[src/rtl/adc_scan_pkg.sv]
package adc_scan_pkg;

  typedef enum logic [1:0] {
    ST_IDLE   = 2'd0,
    ST_LAUNCH = 2'd1,
    ST_WAIT   = 2'd2
  } scan_state_e;

endpackage

[src/rtl/adc_scan_pick.sv]
// Channel picker: effective mask, lowest enabled channel, next enabled above cur_i (wrapping).
module adc_scan_pick #(
  parameter int unsigned N = 8,
  parameter int unsigned W = 3
) (
  input  logic [N-1:0] mask_i,
  input  logic [W-1:0] cur_i,
  output logic [N-1:0] eff_o,
  output logic [W-1:0] first_o,
  output logic [W-1:0] next_o
);

  assign eff_o = (|mask_i) ? mask_i : N'(1);

  always_comb begin
    first_o = '0;
    for (int i = N - 1; i >= 0; i--) begin
      if (eff_o[i]) first_o = W'(i);
    end
  end

  // Descending scan leaves the lowest enabled index above cur_i; none found keeps first_o.
  always_comb begin
    next_o = first_o;
    for (int i = N - 1; i >= 0; i--) begin
      if (eff_o[i] && (W'(i) > cur_i)) next_o = W'(i);
    end
  end

endmodule

[src/rtl/adc_scan_fsm.sv]
module adc_scan_fsm
  import adc_scan_pkg::*;
#(
  parameter int unsigned NUM_CH = 8,
  localparam int unsigned CH_W  = $clog2(NUM_CH)
) (
  input  logic              clk_i,
  input  logic              rst_ni,
  input  logic              ctrl_wr_i,
  input  logic [NUM_CH-1:0] ctrl_mask_i,
  input  logic              ctrl_burst_i,
  input  logic              ctrl_start_i,
  input  logic              conv_done_i,
  output logic              conv_start_o,
  output logic [CH_W-1:0]   conv_ch_o,
  output logic              cap_o,
  output logic              cap_burst_o
);

  scan_state_e       state_q, state_d;
  logic              burst_q, burst_d;
  logic [NUM_CH-1:0] mask_q, mask_d;
  logic [CH_W-1:0]   ch_q, ch_d;

  logic [NUM_CH-1:0] pick_mask, pick_eff;
  logic [CH_W-1:0]   pick_first, pick_next;
  logic              go;
  logic              burst_now;

  // On a write pick from the new mask, otherwise from the stored one.
  assign pick_mask = ctrl_wr_i ? ctrl_mask_i : mask_q;

  adc_scan_pick #(
    .N (NUM_CH),
    .W (CH_W)
  ) i_pick (
    .mask_i  (pick_mask),
    .cur_i   (ch_q),
    .eff_o   (pick_eff),
    .first_o (pick_first),
    .next_o  (pick_next)
  );

  assign go        = ctrl_wr_i && (ctrl_burst_i || ctrl_start_i);
  assign burst_now = ctrl_wr_i ? ctrl_burst_i : burst_q;

  always_comb begin
    state_d = state_q;
    burst_d = burst_q;
    mask_d  = mask_q;
    ch_d    = ch_q;
    cap_o   = 1'b0;

    unique case (state_q)
      ST_LAUNCH: state_d = ST_WAIT;
      ST_WAIT: begin
        if (conv_done_i) begin
          cap_o = 1'b1;
          if (burst_now) begin
            ch_d    = pick_next;
            state_d = ST_LAUNCH;
          end else begin
            state_d = ST_IDLE;
          end
        end
      end
      default: state_d = state_q;
    endcase

    if (ctrl_wr_i) begin
      mask_d  = pick_eff;
      burst_d = ctrl_burst_i;
    end

    // A launching write abandons whatever is in flight.
    if (go) begin
      cap_o   = 1'b0;
      ch_d    = pick_first;
      state_d = ST_LAUNCH;
    end
  end

  always_ff @(posedge clk_i or negedge rst_ni) begin
    if (!rst_ni) begin
      state_q <= ST_IDLE;
      burst_q <= 1'b0;
      mask_q  <= NUM_CH'(1);
      ch_q    <= '0;
    end else begin
      state_q <= state_d;
      burst_q <= burst_d;
      mask_q  <= mask_d;
      ch_q    <= ch_d;
    end
  end

  assign conv_start_o = (state_q == ST_LAUNCH);
  assign conv_ch_o    = ch_q;
  assign cap_burst_o  = burst_q;

  p_start_enabled_r1: assert property (@(posedge clk_i) disable iff (!rst_ni)
    conv_start_o |-> mask_q[conv_ch_o]);

  p_start_pulse_r10: assert property (@(posedge clk_i) disable iff (!rst_ni)
    (conv_start_o && !ctrl_wr_i) |=> !conv_start_o);

  p_stop_no_launch_r4: assert property (@(posedge clk_i) disable iff (!rst_ni)
    (state_q == ST_WAIT && conv_done_i && !burst_q && !ctrl_wr_i) |=> !conv_start_o);

endmodule

[src/rtl/adc_scan_result.sv]
module adc_scan_result #(
  parameter int unsigned RES_W = 10,
  parameter int unsigned CH_W  = 3
) (
  input  logic             clk_i,
  input  logic             rst_ni,
  input  logic             cap_i,
  input  logic             cap_burst_i,
  input  logic [RES_W-1:0] res_i,
  input  logic [CH_W-1:0]  ch_i,
  input  logic             rd_i,
  input  logic             clr_i,
  output logic [RES_W-1:0] res_o,
  output logic [CH_W-1:0]  ch_o,
  output logic             done_o,
  output logic             ovr_o
);

  logic done_d, ovr_d;

  always_comb begin
    if (cap_i)              done_d = 1'b1;
    else if (clr_i || rd_i) done_d = 1'b0;
    else                    done_d = done_o;

    if (clr_i)      ovr_d = 1'b0;
    else if (cap_i) ovr_d = cap_burst_i && !rd_i && (ovr_o || done_o);
    else if (rd_i)  ovr_d = 1'b0;
    else            ovr_d = ovr_o;
  end

  always_ff @(posedge clk_i or negedge rst_ni) begin
    if (!rst_ni) begin
      res_o  <= '0;
      ch_o   <= '0;
      done_o <= 1'b0;
      ovr_o  <= 1'b0;
    end else begin
      if (cap_i) begin
        res_o <= res_i;
        ch_o  <= ch_i;
      end
      done_o <= done_d;
      ovr_o  <= ovr_d;
    end
  end

  p_read_clears_r6: assert property (@(posedge clk_i) disable iff (!rst_ni)
    (rd_i && !cap_i) |=> (!done_o && !ovr_o));

  p_clash_r6: assert property (@(posedge clk_i) disable iff (!rst_ni)
    (cap_i && rd_i) |=> (done_o && !ovr_o));

  p_ovr_needs_done_r7: assert property (@(posedge clk_i) disable iff (!rst_ni)
    ovr_o |-> done_o);

  p_single_no_ovr_r7: assert property (@(posedge clk_i) disable iff (!rst_ni)
    (cap_i && !cap_burst_i) |=> !ovr_o);

endmodule

[src/rtl/adc_scan_ctrl.sv]
module adc_scan_ctrl #(
  parameter int unsigned NUM_CH = 8,
  parameter int unsigned RES_W  = 10,
  localparam int unsigned CH_W  = $clog2(NUM_CH)
) (
  input  logic              clk_i,
  input  logic              rst_ni,
  input  logic              ctrl_wr_i,
  input  logic [NUM_CH-1:0] ctrl_mask_i,
  input  logic              ctrl_burst_i,
  input  logic              ctrl_start_i,
  input  logic              rd_i,
  output logic              conv_start_o,
  output logic [CH_W-1:0]   conv_ch_o,
  input  logic              conv_done_i,
  input  logic [RES_W-1:0]  conv_res_i,
  output logic [RES_W-1:0]  data_res_o,
  output logic [CH_W-1:0]   data_ch_o,
  output logic              data_ovr_o,
  output logic              data_done_o,
  output logic              irq_o
);

  logic cap, cap_burst;

  adc_scan_fsm #(
    .NUM_CH (NUM_CH)
  ) i_fsm (
    .clk_i        (clk_i),
    .rst_ni       (rst_ni),
    .ctrl_wr_i    (ctrl_wr_i),
    .ctrl_mask_i  (ctrl_mask_i),
    .ctrl_burst_i (ctrl_burst_i),
    .ctrl_start_i (ctrl_start_i),
    .conv_done_i  (conv_done_i),
    .conv_start_o (conv_start_o),
    .conv_ch_o    (conv_ch_o),
    .cap_o        (cap),
    .cap_burst_o  (cap_burst)
  );

  adc_scan_result #(
    .RES_W (RES_W),
    .CH_W  (CH_W)
  ) i_result (
    .clk_i       (clk_i),
    .rst_ni      (rst_ni),
    .cap_i       (cap),
    .cap_burst_i (cap_burst),
    .res_i       (conv_res_i),
    .ch_i        (conv_ch_o),
    .rd_i        (rd_i),
    .clr_i       (ctrl_wr_i),
    .res_o       (data_res_o),
    .ch_o        (data_ch_o),
    .done_o      (data_done_o),
    .ovr_o       (data_ovr_o)
  );

  assign irq_o = data_done_o;

endmodule

[config.mk]
export PLATFORM = sky130hd
export DESIGN_NAME = adc_scan_ctrl
export DESIGN_NICKNAME = d
export VERILOG_FILES = /design/src/rtl/adc_scan_pkg.sv /design/src/rtl/adc_scan_pick.sv /design/src/rtl/adc_scan_fsm.sv /design/src/rtl/adc_scan_result.sv /design/src/rtl/adc_scan_ctrl.sv
export SDC_FILE = /design/constraint.sdc
export NUM_CORES = 1
export LEC_CHECK = 0
export ABC_AREA = 1
export BUFFER_PORTS_ARGS = -buffer_cell sky130_fd_sc_hd__buf_4
export CAP_MARGIN = 25
export CORE_MARGIN = 1
export CORE_UTILIZATION = 54
export CTS_CLUSTER_SIZE = 30
export DETAILED_ROUTE_END_ITERATION = 8
export PLACE_DENSITY = 0.87
export SYNTH_ARGS = -nofsm -noshare
export SYNTH_HDL_FRONTEND = slang
export SYNTH_SLANG_ARGS = --single-unit
[constraint.sdc]
create_clock -name clk_i -period 2.5 [get_ports clk_i]
set_clock_uncertainty 0.1 [all_clocks]
set_input_delay 0.125 -clock clk_i [delete_from_list [all_inputs] [get_ports clk_i]]
set_output_delay 0.125 -clock clk_i [all_outputs]
set_load 0.01 [all_outputs]
======== Word level (Yosys, flattened, before mapping) ========
Index checks and enable logic that the tools add are counted.
storage, ports and cells
  flip-flop bits (word level) ............. 29
  output and inout port bits .............. 20
  logic and storage cells ................. 78
  input bits .............................. 25
operators by class
  mux-type cells .......................... 35
  reduce and logical (&&, ||, !) cells .... 24
  $lt $le $gt $ge ......................... 8
  eq/ne operators ......................... 3
operator list
  operator                                                               number
  3-bit 2-to-1 mux                                                       20
  8-bit 2-to-1 mux                                                       2
  3-bit > comparator, first input constant                               4
  1-bit logical AND                                                      11
  1-bit 2-to-1 mux                                                       10
  2-bit nonzero test                                                     4
  8-bit OR reduction                                                     1
  1-bit by 3-bit > comparator with 1-bit output, first input constant    2
  2-bit by 3-bit > comparator with 1-bit output, first input constant    2
  3-bit nonzero test                                                     2
  2-bit 2-to-1 mux                                                       2
  2-bit one-hot mux with 2 select lines                                  1
  1-bit logical OR                                                       3
  3-bit by 2-bit != test with 1-bit output, second input constant        1
  3-bit AND reduction                                                    1
  2-bit by 1-bit equality test with 1-bit output, second input constant  1
  2-bit equality test, second input constant                             1
  2-bit AND reduction                                                    1
  1-bit logical NOT                                                      1

======== Longest topological paths before layout ========
Gate-level depths: netlist of run 1.
  depth in word-level cells ............... 23
  mapped depth ............................ 19
  depth with buffers taken out ............ 19

======== Hierarchy ========
A second synthesis of run 1 with hierarchy kept.
unflattened totals
  cell total of the unflattened synthesis .. 230
  area total of the unflattened synthesis .. 1655.3 µm²
modules (own cells, without submodules)
  module           instances  cells each  sequential area each (µm²)  area an instance (µm²)
  adc_scan_fsm     1          104         351.6                       758.2
  adc_scan_result  1          66          375.4                       611.8
  adc_scan_pick    1          59          0.0                         277.8
  adc_scan_ctrl    1          1           0.0                         7.5

======== Worst setup path after synthesis of run 1 ========
OpenSTA, ideal clock, no wires.
  path kind ............................... flip-flop to flip-flop
  from .................................... reg i_fsm.mask_q[5]
  to ...................................... reg i_fsm.ch_q[0] (netlist: i_fsm.conv_ch_o[0])
  buffers on the path ..................... 0
  period minus slack after synthesis ...... 1.609 ns
  library setup time ...................... 0.116 ns
  data required time ...................... 2.284 ns
  arrival time ............................ 1.393 ns
  stages on the path, launching flop included .. 15
  setup slack ............................. 0.891 ns
  cells stage by stage .................... dfrtp_1 > o21ai_0 > nand2_1 > nor2_2 > a21oi_2 > nand2_2 > nand2_1 > nand2_1 > nand2_1 > nand2_1 > nand2_1 > nand2_1 > nand2_1 > nand2_1 > nand2_1
between the ends
  longest elaborated chain between the ends .. 23
  elaborated cells between the ends (all ways) .. 31
  classes of those cells .................. 22 x mux; 9 x reduce/logical
ends and longest elaborated chain
  element                         RTL line             text
  start: declaration              adc_scan_fsm.sv:22   logic [NUM_CH-1:0] mask_q, mask_d;
  start signal: assignment        adc_scan_fsm.sv:92   mask_q <= mask_d;
  8-bit 2-to-1 mux *              adc_scan_fsm.sv:31   assign pick_mask = ctrl_wr_i ? ctrl_mask_i : mask_q;
  8-bit OR reduction              adc_scan_pick.sv:13  assign eff_o = (|mask_i) ? mask_i : N'(1);
  8-bit 2-to-1 mux *              adc_scan_pick.sv:13
  3-bit 2-to-1 mux (8 in series)  adc_scan_pick.sv:18  if (eff_o[i]) first_o = W'(i);
  3-bit 2-to-1 mux (8 in series)  adc_scan_pick.sv:26  if (eff_o[i] && (W'(i) > cur_i)) next_o = W'(i);
  3-bit 2-to-1 mux                adc_scan_fsm.sv:59   if (burst_now) begin
  3-bit 2-to-1 mux                adc_scan_fsm.sv:57   if (conv_done_i) begin
  3-bit 2-to-1 mux                adc_scan_fsm.sv:54   unique case (state_q)
  3-bit 2-to-1 mux *              adc_scan_fsm.sv:76   if (go) begin
  end signal: assignment          adc_scan_fsm.sv:93   ch_q <= ch_d;
  end: declaration                adc_scan_fsm.sv:23   logic [CH_W-1:0] ch_q, ch_d;
Every way passes the cells marked *; elsewhere a longest branch is shown, timed or not. The select of a mux whose other input is x is not followed.
A chain may end at the register's enable or synchronous reset.

======== Worst setup path in the final report of run 1 ========
  from .................................... reg i_fsm.mask_q[4]
  to ...................................... reg i_fsm.ch_q[0] (netlist: i_fsm.conv_ch_o[0])
Same word-level chain as after synthesis.

==> metrics.txt, run 1 <==
layout cells sized above 1=36.8%; post-synthesis adder-cell area fraction=0%; peak supply drop=0.776 mV; routed vias=1,335; final WL=3450 um; crit path capture type=flop; register clock-pin slew on the reported worst setup and hold paths=90 ps; Die ar.=2870 sq um; pre-CTS WS=724 ps; CTS Buffer Depth=2; core area=2500 sq um; Post-DP Area=1780 sq um; reg2reg start=i_fsm.mask_q[4]; synth warn=0; clk_lat worst skew=330 ps; Via density=5.17; worst flop-to-flop path endpoint=i_fsm.conv_ch_o[0]; critical path fanouts, max=4; Die W=53.6 um; fmax=537 MHz; largest net degree at the start of global routing=30; gpl congestion=0.802; Syn-to-layout area delta=41.1%; first-pass GRT wire length=5460 um; All-Layer GR Usage=27.9%; cell area after layout=2020 sq um; critical path data arrival time=1990 ps; syn_nets=188; Final Cycle Share=74.5%; syn_area_per_cell=8.80 sq um; register area share after synthesis=50.7%; Worst Hold Margin=30.3 ps; CTS Root Cell=clkbuf_4; Chip Height=53.6 um; minimum clock period=1860 ps; leakage power=1.06 nW; CTS buffer count=5; Ant. Diodes=0; Port Buffers=44; Core Rows=18; post-DP HPWL=2250 um; portion of netlist area occupied by mux cells=7.85%; Max-cap violations=0; main combinational cell family by area after synthesis=simple AND/OR/NAND/NOR gates; DR iter-0 viols=27; Pwr Density=766 nW/um^2; # setup viols final=0; DRT Pass-1 Iters=5; setup TNS=0 ps; startpoint types=flop; hold violation total from the final report=0; wire per inst=13.4 um; FF-to-FF setup slack=640 ps; slack of the critical path=638 ps; RSZ-0062 raised after global routing=false; max-slew headroom at the worst pin=61.3%; crit path capture=i_fsm.conv_ch_o[0]; worst min path class=in2reg; Slew @ Worst Pin=579 ps; Total Power=0.00155 W; # clock sinks=29; Initial Util=57.4%; DRC=0; max-slew violation total from the final report=0; post-detailed-route count of antenna-violating nets=0; highest-count cells in the layout ignoring fill and taps=44 x buf_4, 38 x nand2_1, 28 x dfrtp_1; critical path startpoint=i_fsm.mask_q[4]; Seq cells post-synth=29; layout net count=252; vias in the first global route=1,260; Compound-Gate Fraction of Synth Area=10.2%; CTS tree=yes; critical path type=reg2reg; fillers=153; Post-Synth Simple-Gate Area=23.1%; H-tree depth=2; Netlist cell types=27; io pins=45; commonest non-fill, non-tap cell in the layout=buf_4; status=complete, no violations; Post-Syn Area=1440 sq um; initial antenna violation count=0; Reg2Reg Depth=14; global route total overflow=0; worst path required time=2630 ps; XOR/XNOR Fraction of Synth Area=0%; Synth Instances=163
cells by family after synthesis:
logic type,count (synthesis)
compound gates,24
buf+inv,28
flops,29
mux,10
simple gates,72
report_power, final:
| group | switching (W) | total, W | internal (W) |
|---|---|---|---|
| combinational | 0.000243 | 0.000502 | 0.000259 |
| clock | 0.000165 | 0.000403 | 0.000239 |
| sequential | 0.0000675 | 0.000646 | 0.000579 |
stage by stage:
step                util [%]  std cells
global route            81.0        258
global placement        71.2        234
detailed placement      71.2        234
finish                  81.0        258
CTS                     81.0        258
floorplan                  -        163
critical path: stages (launching register included):
cell     delay [ps]
dfrtp_1         380
o21ai_0         380
nand2_1         120
nor2_2          160
a21oi_2          90
nand2_2          70
nand2_1          40
nand2_1          60
nand2_1          50
nand2_1          50
nand2_1          50
nand2_1          60
nand2_1          50
nand2_1          50
nand2_1          40
area by class of cell:
cell class | count | area, sq um | share of cell area, %
sequential | 29 | 727 | 35.9
multi-input combinational | 106 | 591 | 29.2
timing repair buffer | 60 | 490 | 24.2
inverter | 25 | 93.8 | 4.64
clock buffer | 7 | 55.1 | 2.72
tap | 30 | 37.5 | 1.85
clock inverter | 1 | 30.0 | 1.48
layer usage:
layer / routed length [um] / vias up / track usage [%]
li1: - / 644 / -
met1: 1400 / 609 / 31.6
met2: 1720 / 68 / 49.4
met3: 249 / 14 / 9.60
met4: 87 / 0 / 8.33
met5: 0 / - / 0
registers in the layout, indices dropped and copies added (netlist names):
name	cells
i_fsm.cap_burst_o	1
i_fsm.state_q	2
i_fsm.conv_ch_o	3
i_result.ch_o	3
i_result.res_o	10
i_fsm.mask_q	8
i_result.done_o	1
i_result.ovr_o	1
how the worst min path moves through the flow:
| stage | slack (ps) | cells past startpoint | to | start |
|---|---|---|---|---|
| 2_1_floorplan | -270 | 0 | i_fsm.cap_burst_o | rst_ni |
| 3_3_place_gp | -40 | 1 | i_fsm.mask_q[1] | rst_ni |
| 3_5_place_dp | -30 | 1 | i_fsm.mask_q[7] | rst_ni |
| 4_1_cts | 20 | 5 | i_fsm.mask_q[3] | ctrl_mask_i[3] |
| 5_1_grt | 60 | 5 | i_fsm.mask_q[3] | ctrl_mask_i[3] |
| 6_report | 30 | 5 | i_fsm.mask_q[3] | ctrl_mask_i[3] |
repair_timing:
item,4_1_cts,5_1_grt
gates resized for setup,0,0
hold buffers,16,0
buffers inserted,0,0
hold endpoints to repair,44,0
synth_stat cells, drive strengths merged:
master	instances	area share (%)
buf	3	1.7
nor4	2	1.3
nor2	16	4.5
o211ai	1	0.87
mux2	10	7.8
nor3	1	0.35
a31o	1	0.61
a31oi	1	0.44
o21ai	14	5.4
nand3	3	1.0
a21oi	5	2.0
dfstp	1	1.8
nand2	48	15
inv	25	6.5
nand4	2	0.87
dfrtp	28	49
o22ai	2	0.87
Power figures use the tool's default switching activity.
==> run 2: changes to the inputs <==
CORE_UTILIZATION = 50   (was 54)
PLACE_DENSITY = 0.81   (was 0.87)
clock period = 1.8 ns   (was 2.5 ns; I/O delays follow)
==> run 2 against run 1 <==
  * The flow now finishes with violations (hold timing)
  * Clock power rose by 12%
  * Register-to-register slack got worse by 510 ps
  * Sequential share of layout area decreased by 1.3 points
  * Critical path depth grew 4
  * Utilization shrank 4.1 points
  * Sequential power is 39% higher
  * Wire length fell by 6.9%
  * Global-route usage decreased by 5.8 points
  * Highest routed layer unchanged
==> metrics.txt, run 2 (synthesis results as in run 1) <==
setup TNS=0 ps (unchanged); All-Layer GR Usage=22.2% (was 27.9%); max-slew headroom at the worst pin=68.7% (was 61.3%); commonest non-fill, non-tap cell in the layout=buf_4 (unchanged); Ant. Diodes=0 (unchanged); CTS Root Cell=clkbuf_4 (unchanged); highest-count cells in the layout ignoring fill and taps=47 x buf_4, 38 x nand2_1, 28 x dfrtp_1 (was 44 x buf_4, 38 x nand2_1, 28 x dfrtp_1); core area=2730 sq um (was 2500 sq um); crit path capture type=flop (unchanged); worst path required time=1930 ps (was 2630 ps); fmax=594 MHz; vias in the first global route=1,234 (was 1,260); critical path fanouts, max=3 (was 4); RSZ-0062 raised after global routing=true (was false); Chip Height=55.6 um (was 53.6 um); startpoint types=input pin (was flop); leakage power=1.10 nW (was 1.06 nW); peak supply drop=0.935 mV (was 0.776 mV); Initial Util=52.5% (was 57.4%); CP most frequent cell=nand2_1 (unchanged); first-pass GRT wire length=5400 um (was 5460 um); io pins=45 (unchanged); CP top delay family=simple AND/OR/NAND/NOR gates (unchanged); Die ar.=3090 sq um (was 2870 sq um); wire per inst=12.1 um (was 13.4 um); Pwr Density=983 nW/um^2 (was 766 nW/um^2); Syn-to-layout area delta=46.4% (was 41.1%); hold violation total from the final report=1 (was 0); cell area after layout=2100 sq um (was 2020 sq um); Worst Hold Margin=-4.16 ps (was 30.3 ps); critical path data arrival time=1810 ps (was 1990 ps); H-tree depth=2 (unchanged); Max-cap violations=0 (unchanged); clk_lat worst skew=330 ps (about the same); fillers=179 (was 153); Final Cycle Share=93.6%; layout cells sized above 1=38.3% (was 36.8%); CTS buffer count=5 (unchanged); largest net degree at the start of global routing=30 (unchanged); biggest regs=i_result.res_o (10), i_fsm.mask_q (8) (unchanged); initial antenna violation count=0 (unchanged); # setup viols final=0 (unchanged); DR iter-0 viols=14 (was 27); minimum clock period=1680 ps; Reg with most FFs=i_result.res_o (unchanged); routed vias=1,306 (was 1,335); CTS Buffer Depth=2 (unchanged); final WL=3210 um (was 3450 um); multi-input logic area=616 sq um (was 591 sq um); post-detailed-route count of antenna-violating nets=0 (unchanged); Core Rows=19 (was 18); max-slew violation total from the final report=0 (unchanged); register clock-pin slew on the reported worst setup and hold paths=100 ps (was 90 ps); DRC=0 (unchanged); Slew @ Worst Pin=468 ps (was 579 ps); gpl congestion=0.810 (was 0.802); max incr delay on CP=530 ps (was 380 ps); fin util=76.8% (was 81.0%); critical path type=in2reg (was reg2reg); Largest register FFs=10 (unchanged); slowest library cell on the worst path=dlygate4sd3_1 (was dfrtp_1); Die W=55.6 um (was 53.6 um); Port Buffers=44 (unchanged); DRT Pass-1 Iters=4 (was 5); cell-by-cell trace of the critical path=dlygate4sd3_1 -> buf_4 -> inv_1 -> nand2_2 -> nand2_2 -> nand3_1 -> nor2_4 -> a21oi_4 -> nand2_2 -> nand2_1 -> nand2_1 -> nand2_1 -> nand2_1 -> nand2_1 -> nand2_1 -> nand2_1 -> nand2_1 -> nand2_1 (was o21ai_0 -> nand2_1 -> nor2_2 -> a21oi_2 -> nand2_2 -> nand2_1 -> nand2_1 -> nand2_1 -> nand2_1 -> nand2_1 -> nand2_1 -> nand2_1 -> nand2_1 -> nand2_1); CTS tree=yes (unchanged); crit path buf inv count=3 (was 0); worst min path class=in2reg (unchanged); Post-DP Area=1790 sq um (was 1780 sq um); global route total overflow=0 (unchanged); layout net count=259 (was 252); violated checks=hold timing; post-DP HPWL=2160 um (was 2250 um); Via density=4.91 (was 5.17); # clock sinks=29 (unchanged); status=complete, but fails checks (was complete, no violations); Total Power=0.00207 W (was 0.00155 W); Register Area=727 sq um (unchanged)
## run 2: final timing paths
check | from | end | slack, ps | cells past startpoint
setup / recovery | ctrl_mask_i[6] | i_fsm.conv_ch_o[0] | 120 | 18
hold / removal | ctrl_mask_i[4] | i_fsm.mask_q[4] | -4 | 5
setup reg to reg | i_fsm.mask_q[5] | i_fsm.conv_ch_o[0] | 130 | 14
hold reg to reg | i_fsm.cap_burst_o | i_fsm.cap_burst_o | 380 | 2
max in group asynchronous | rst_ni | i_fsm.mask_q[0] | 1170 | 2
min in group asynchronous | rst_ni | i_fsm.state_q[1] | 120 | 2
## run 2: tightest hold or removal path, cell delays in order
cell and delay (ps):
buf_4 70, inv_1 30, nand2_1 50, o21ai_2 70, inv_1 80
## run 2: repair_timing
action | 4_1_cts | 5_1_grt
pin swaps | 0 | 3
hold buffers | 20 | 0
gates resized for setup | 2 | 6
endpoints found under the setup margin | 1 | 1
setup buffers | 0 | 2
gates cloned | 0 | 0
endpoints found under the hold margin | 48 | 0
## run 2: report_power, final
part / switching (W) / total, W / internal (W) / leakage (nW)
sequential: 0.0000947 / 0.000899 / 0.000804 / 0.348
combinational: 0.000337 / 0.000713 / 0.000376 / 0.709
clock: 0.000227 / 0.000453 / 0.000226 / 0.0413
total: 0.000659 / 0.00207 / 0.00141 / 1.10
## run 2: area by class of cell
type	count	area share (%)
clock inverter	1	0.238
timing repair buffer	67	26.4
sequential	29	34.6
multi-input combinational	106	29.3
clock buffer	7	3.10
tap	31	1.85
inverter	25	4.47
## run 2: metal layers
layer	GRT usage (%)	wire length, um
met5	0	0
met1	27.6	1410
met4	7.50	46
met2	36.8	1540
met3	6.74	212
## run 2: through the flow
step                worst slack [ps]  hold slack [ps]  instances
floorplan                        191             -306        163
global placement                 116            -76.1        236
detailed placement              33.5            -66.9        236
CTS                              105             8.67        264
global route                   -7.90             27.5        266
finish                           115            -4.16        266
==> run 3: changes to the inputs <==
GPL_TIMING_DRIVEN = 0   (was not set)
==> run 3 against run 2 <==
  * The flow still finishes with violations (hold timing)
  * Via count is 1.1% higher
  * Critical path type unchanged
  * Sequential cell count stayed put
  * Fmax increased by 1.6%
  * Design area is 0.24% higher
  * Sequential share of layout area is 0.082 points lower
  * Non-clock buffer count stayed put
  * Global-route usage grew 1.5 points
  * Utilization rose by 0.18 points
  * Combinational power barely moved
==> metrics.txt, run 3 (synthesis results as in run 1) <==
CTS Buffer Depth=2 (unchanged); Initial Util=52.5% (unchanged); # clock sinks=29 (unchanged); Chip Height=55.6 um (unchanged); hold violation total from the final report=2 (was 1); Worst Hold Margin=-6.84 ps (was -4.16 ps); CP top delay family=simple AND/OR/NAND/NOR gates (unchanged); largest net degree at the start of global routing=30 (unchanged); global route total overflow=0 (unchanged); leakage power=1.10 nW (about the same); minimum clock period=1660 ps (was 1680 ps); layout net count=259 (unchanged); CP most frequent cell=nand2_1 (unchanged); violated checks=hold timing (unchanged); Core Rows=19 (unchanged); CTS Root Cell=clkbuf_4 (unchanged); H-tree depth=2 (unchanged); first-pass GRT wire length=5690 um (was 5400 um); io pins=45 (unchanged); initial antenna violation count=0 (unchanged); final WL=3300 um (was 3210 um); layout cells sized above 1=38.7% (was 38.3%); RSZ-0062 raised after global routing=true (unchanged); startpoint types=input pin (unchanged); Post-DP Area=1800 sq um (was 1790 sq um); post-DP HPWL=2290 um (was 2160 um); clk_lat worst skew=330 ps (about the same); Syn-to-layout area delta=46.7% (was 46.4%); Pwr Density=1040 nW/um^2 (was 983 nW/um^2); crit path capture type=flop (unchanged); Max-cap violations=0 (unchanged); fmax=603 MHz (was 594 MHz); Die W=55.6 um (unchanged); max-slew violation total from the final report=0 (unchanged); gpl congestion=0.850 (was 0.810); critical path type=in2reg (unchanged); biggest regs=i_result.res_o (10), i_fsm.mask_q (8) (unchanged); cell area after layout=2110 sq um (was 2100 sq um); DR iter-0 viols=35 (was 14); highest-count cells in the layout ignoring fill and taps=46 x buf_4, 37 x nand2_1, 28 x dfrtp_1 (was 47 x buf_4, 38 x nand2_1, 28 x dfrtp_1); CTS buffer count=5 (unchanged); critical path data arrival time=1790 ps (was 1810 ps); # setup viols final=0 (unchanged); Reg with most FFs=i_result.res_o (unchanged); CTS tree=yes (unchanged); crit path buf inv count=3 (unchanged); post-detailed-route count of antenna-violating nets=0 (unchanged); Via density=4.97 (was 4.91); commonest non-fill, non-tap cell in the layout=buf_4 (unchanged); worst path required time=1930 ps (about the same); slowest library cell on the worst path=dlygate4sd3_1 (unchanged); Inst Count DP=238 (was 236); DRC=0 (unchanged); peak supply drop=1.15 mV (was 0.935 mV); max incr delay on CP=530 ps (about the same); critical path fanouts, max=3 (unchanged); All-Layer GR Usage=23.7% (was 22.2%); cell-by-cell trace of the critical path=dlygate4sd3_1 -> buf_4 -> inv_1 -> nand2_2 -> nand2_2 -> nand3_1 -> nor2_2 -> a21oi_2 -> nand2_2 -> nand2_1 -> nand2_1 -> nand2_1 -> nand2_1 -> nand2_1 -> nand2_1 -> nand2_1 -> nand2_1 -> nand2_1 (was dlygate4sd3_1 -> buf_4 -> inv_1 -> nand2_2 -> nand2_2 -> nand3_1 -> nor2_4 -> a21oi_4 -> nand2_2 -> nand2_1 -> nand2_1 -> nand2_1 -> nand2_1 -> nand2_1 -> nand2_1 -> nand2_1 -> nand2_1 -> nand2_1); vias in the first global route=1,311 (was 1,234); register clock-pin slew on the reported worst setup and hold paths=100 ps (about the same); Die ar.=3090 sq um (unchanged); max-slew headroom at the worst pin=75.3% (was 68.7%); Ant. Diodes=0 (unchanged); Layout Cells excl Fill=266 (unchanged); Slew @ Worst Pin=370 ps (was 468 ps); worst min path class=in2reg (unchanged); DRT Pass-1 Iters=4 (unchanged); routed vias=1,321 (was 1,306); Port Buffers=44 (unchanged); core area=2730 sq um (unchanged); wire per inst=12.4 um (was 12.1 um); Final Cycle Share=92.1% (was 93.6%); Total Power=0.00218 W (was 0.00207 W); status=complete, but fails checks (unchanged); Largest register FFs=10 (unchanged); fin util=77.0% (was 76.8%)
[run 3: worst reg2reg max path, delay by kind of cell, from the launching register on]
kind,cells,cell delay (ps)
simple gates,12,740
compound gates,2,290
flops,1,380
[run 3: where the power goes]
| group | switching [W] | internal, W |
|---|---|---|
| sequential | 0.0000993 | 0.000804 |
| combinational | 0.000336 | 0.000374 |
| clock | 0.000237 | 0.000330 |
[run 3: path summary, 6_finish.rpt]
path                                 start            endpoint  slack, ps  depth (start not counted)
min reg2reg                i_fsm.mask_q[0]     i_fsm.mask_q[0]        380                          2
min in group asynchronous           rst_ni     i_fsm.mask_q[1]        120                          2
max in group asynchronous           rst_ni     i_fsm.mask_q[0]       1170                          2
min                              ctrl_wr_i     i_fsm.mask_q[4]         -7                          3
max reg2reg                i_fsm.mask_q[3]  i_fsm.conv_ch_o[0]        190                         14
max                         ctrl_mask_i[6]  i_fsm.conv_ch_o[0]        140                         18
[run 3: repair_timing]
| item | in CTS | in global routing |
|---|---|---|
| endpoints found under the hold margin | 48 | 0 |
| endpoints found under the setup margin | 1 | 4 |
| gates resized for setup | 1 | 4 |
| pin swaps | 0 | 1 |
| hold buffers | 20 | 0 |
| setup buffers | 0 | 1 |
[run 3: per-layer routing]
layer / global-route usage (%) / part of all wire, % / routed length (um) / vias up
met5: 0 / 0 / 0 / -
met4: 10.7 / 1.6 / 53 / 0
met3: 6.05 / 6.7 / 221 / 7
met2: 40.8 / 49 / 1620 / 50
met1: 27.8 / 42 / 1400 / 604
li1: - / - / - / 660
[run 3: area by class of cell]
type / instances / area [sq um]
Clock buffer: 6 / 51.3
Clock inverter: 2 / 37.5
Fill cell: 201 / 628
Timing Repair Buffer: 65 / 538
Sequential cell: 29 / 727
Multi-Input combinational cell: 106 / 601
Tap cell: 31 / 38.8
Inverter: 25 / 93.8
Buffer: 2 / 18.8
[run 3: through the flow]
stage	hold WS [ps]	setup WS, ps	TNS, ps
after CTS	4.18	6.19	0
final	-6.84	141	0
after global routing	7.89	-8.78	-8.78
after floorplan	-306	191	0
after global placement	-75.6	30.8	0
after detailed placement	-68.9	11.4	0
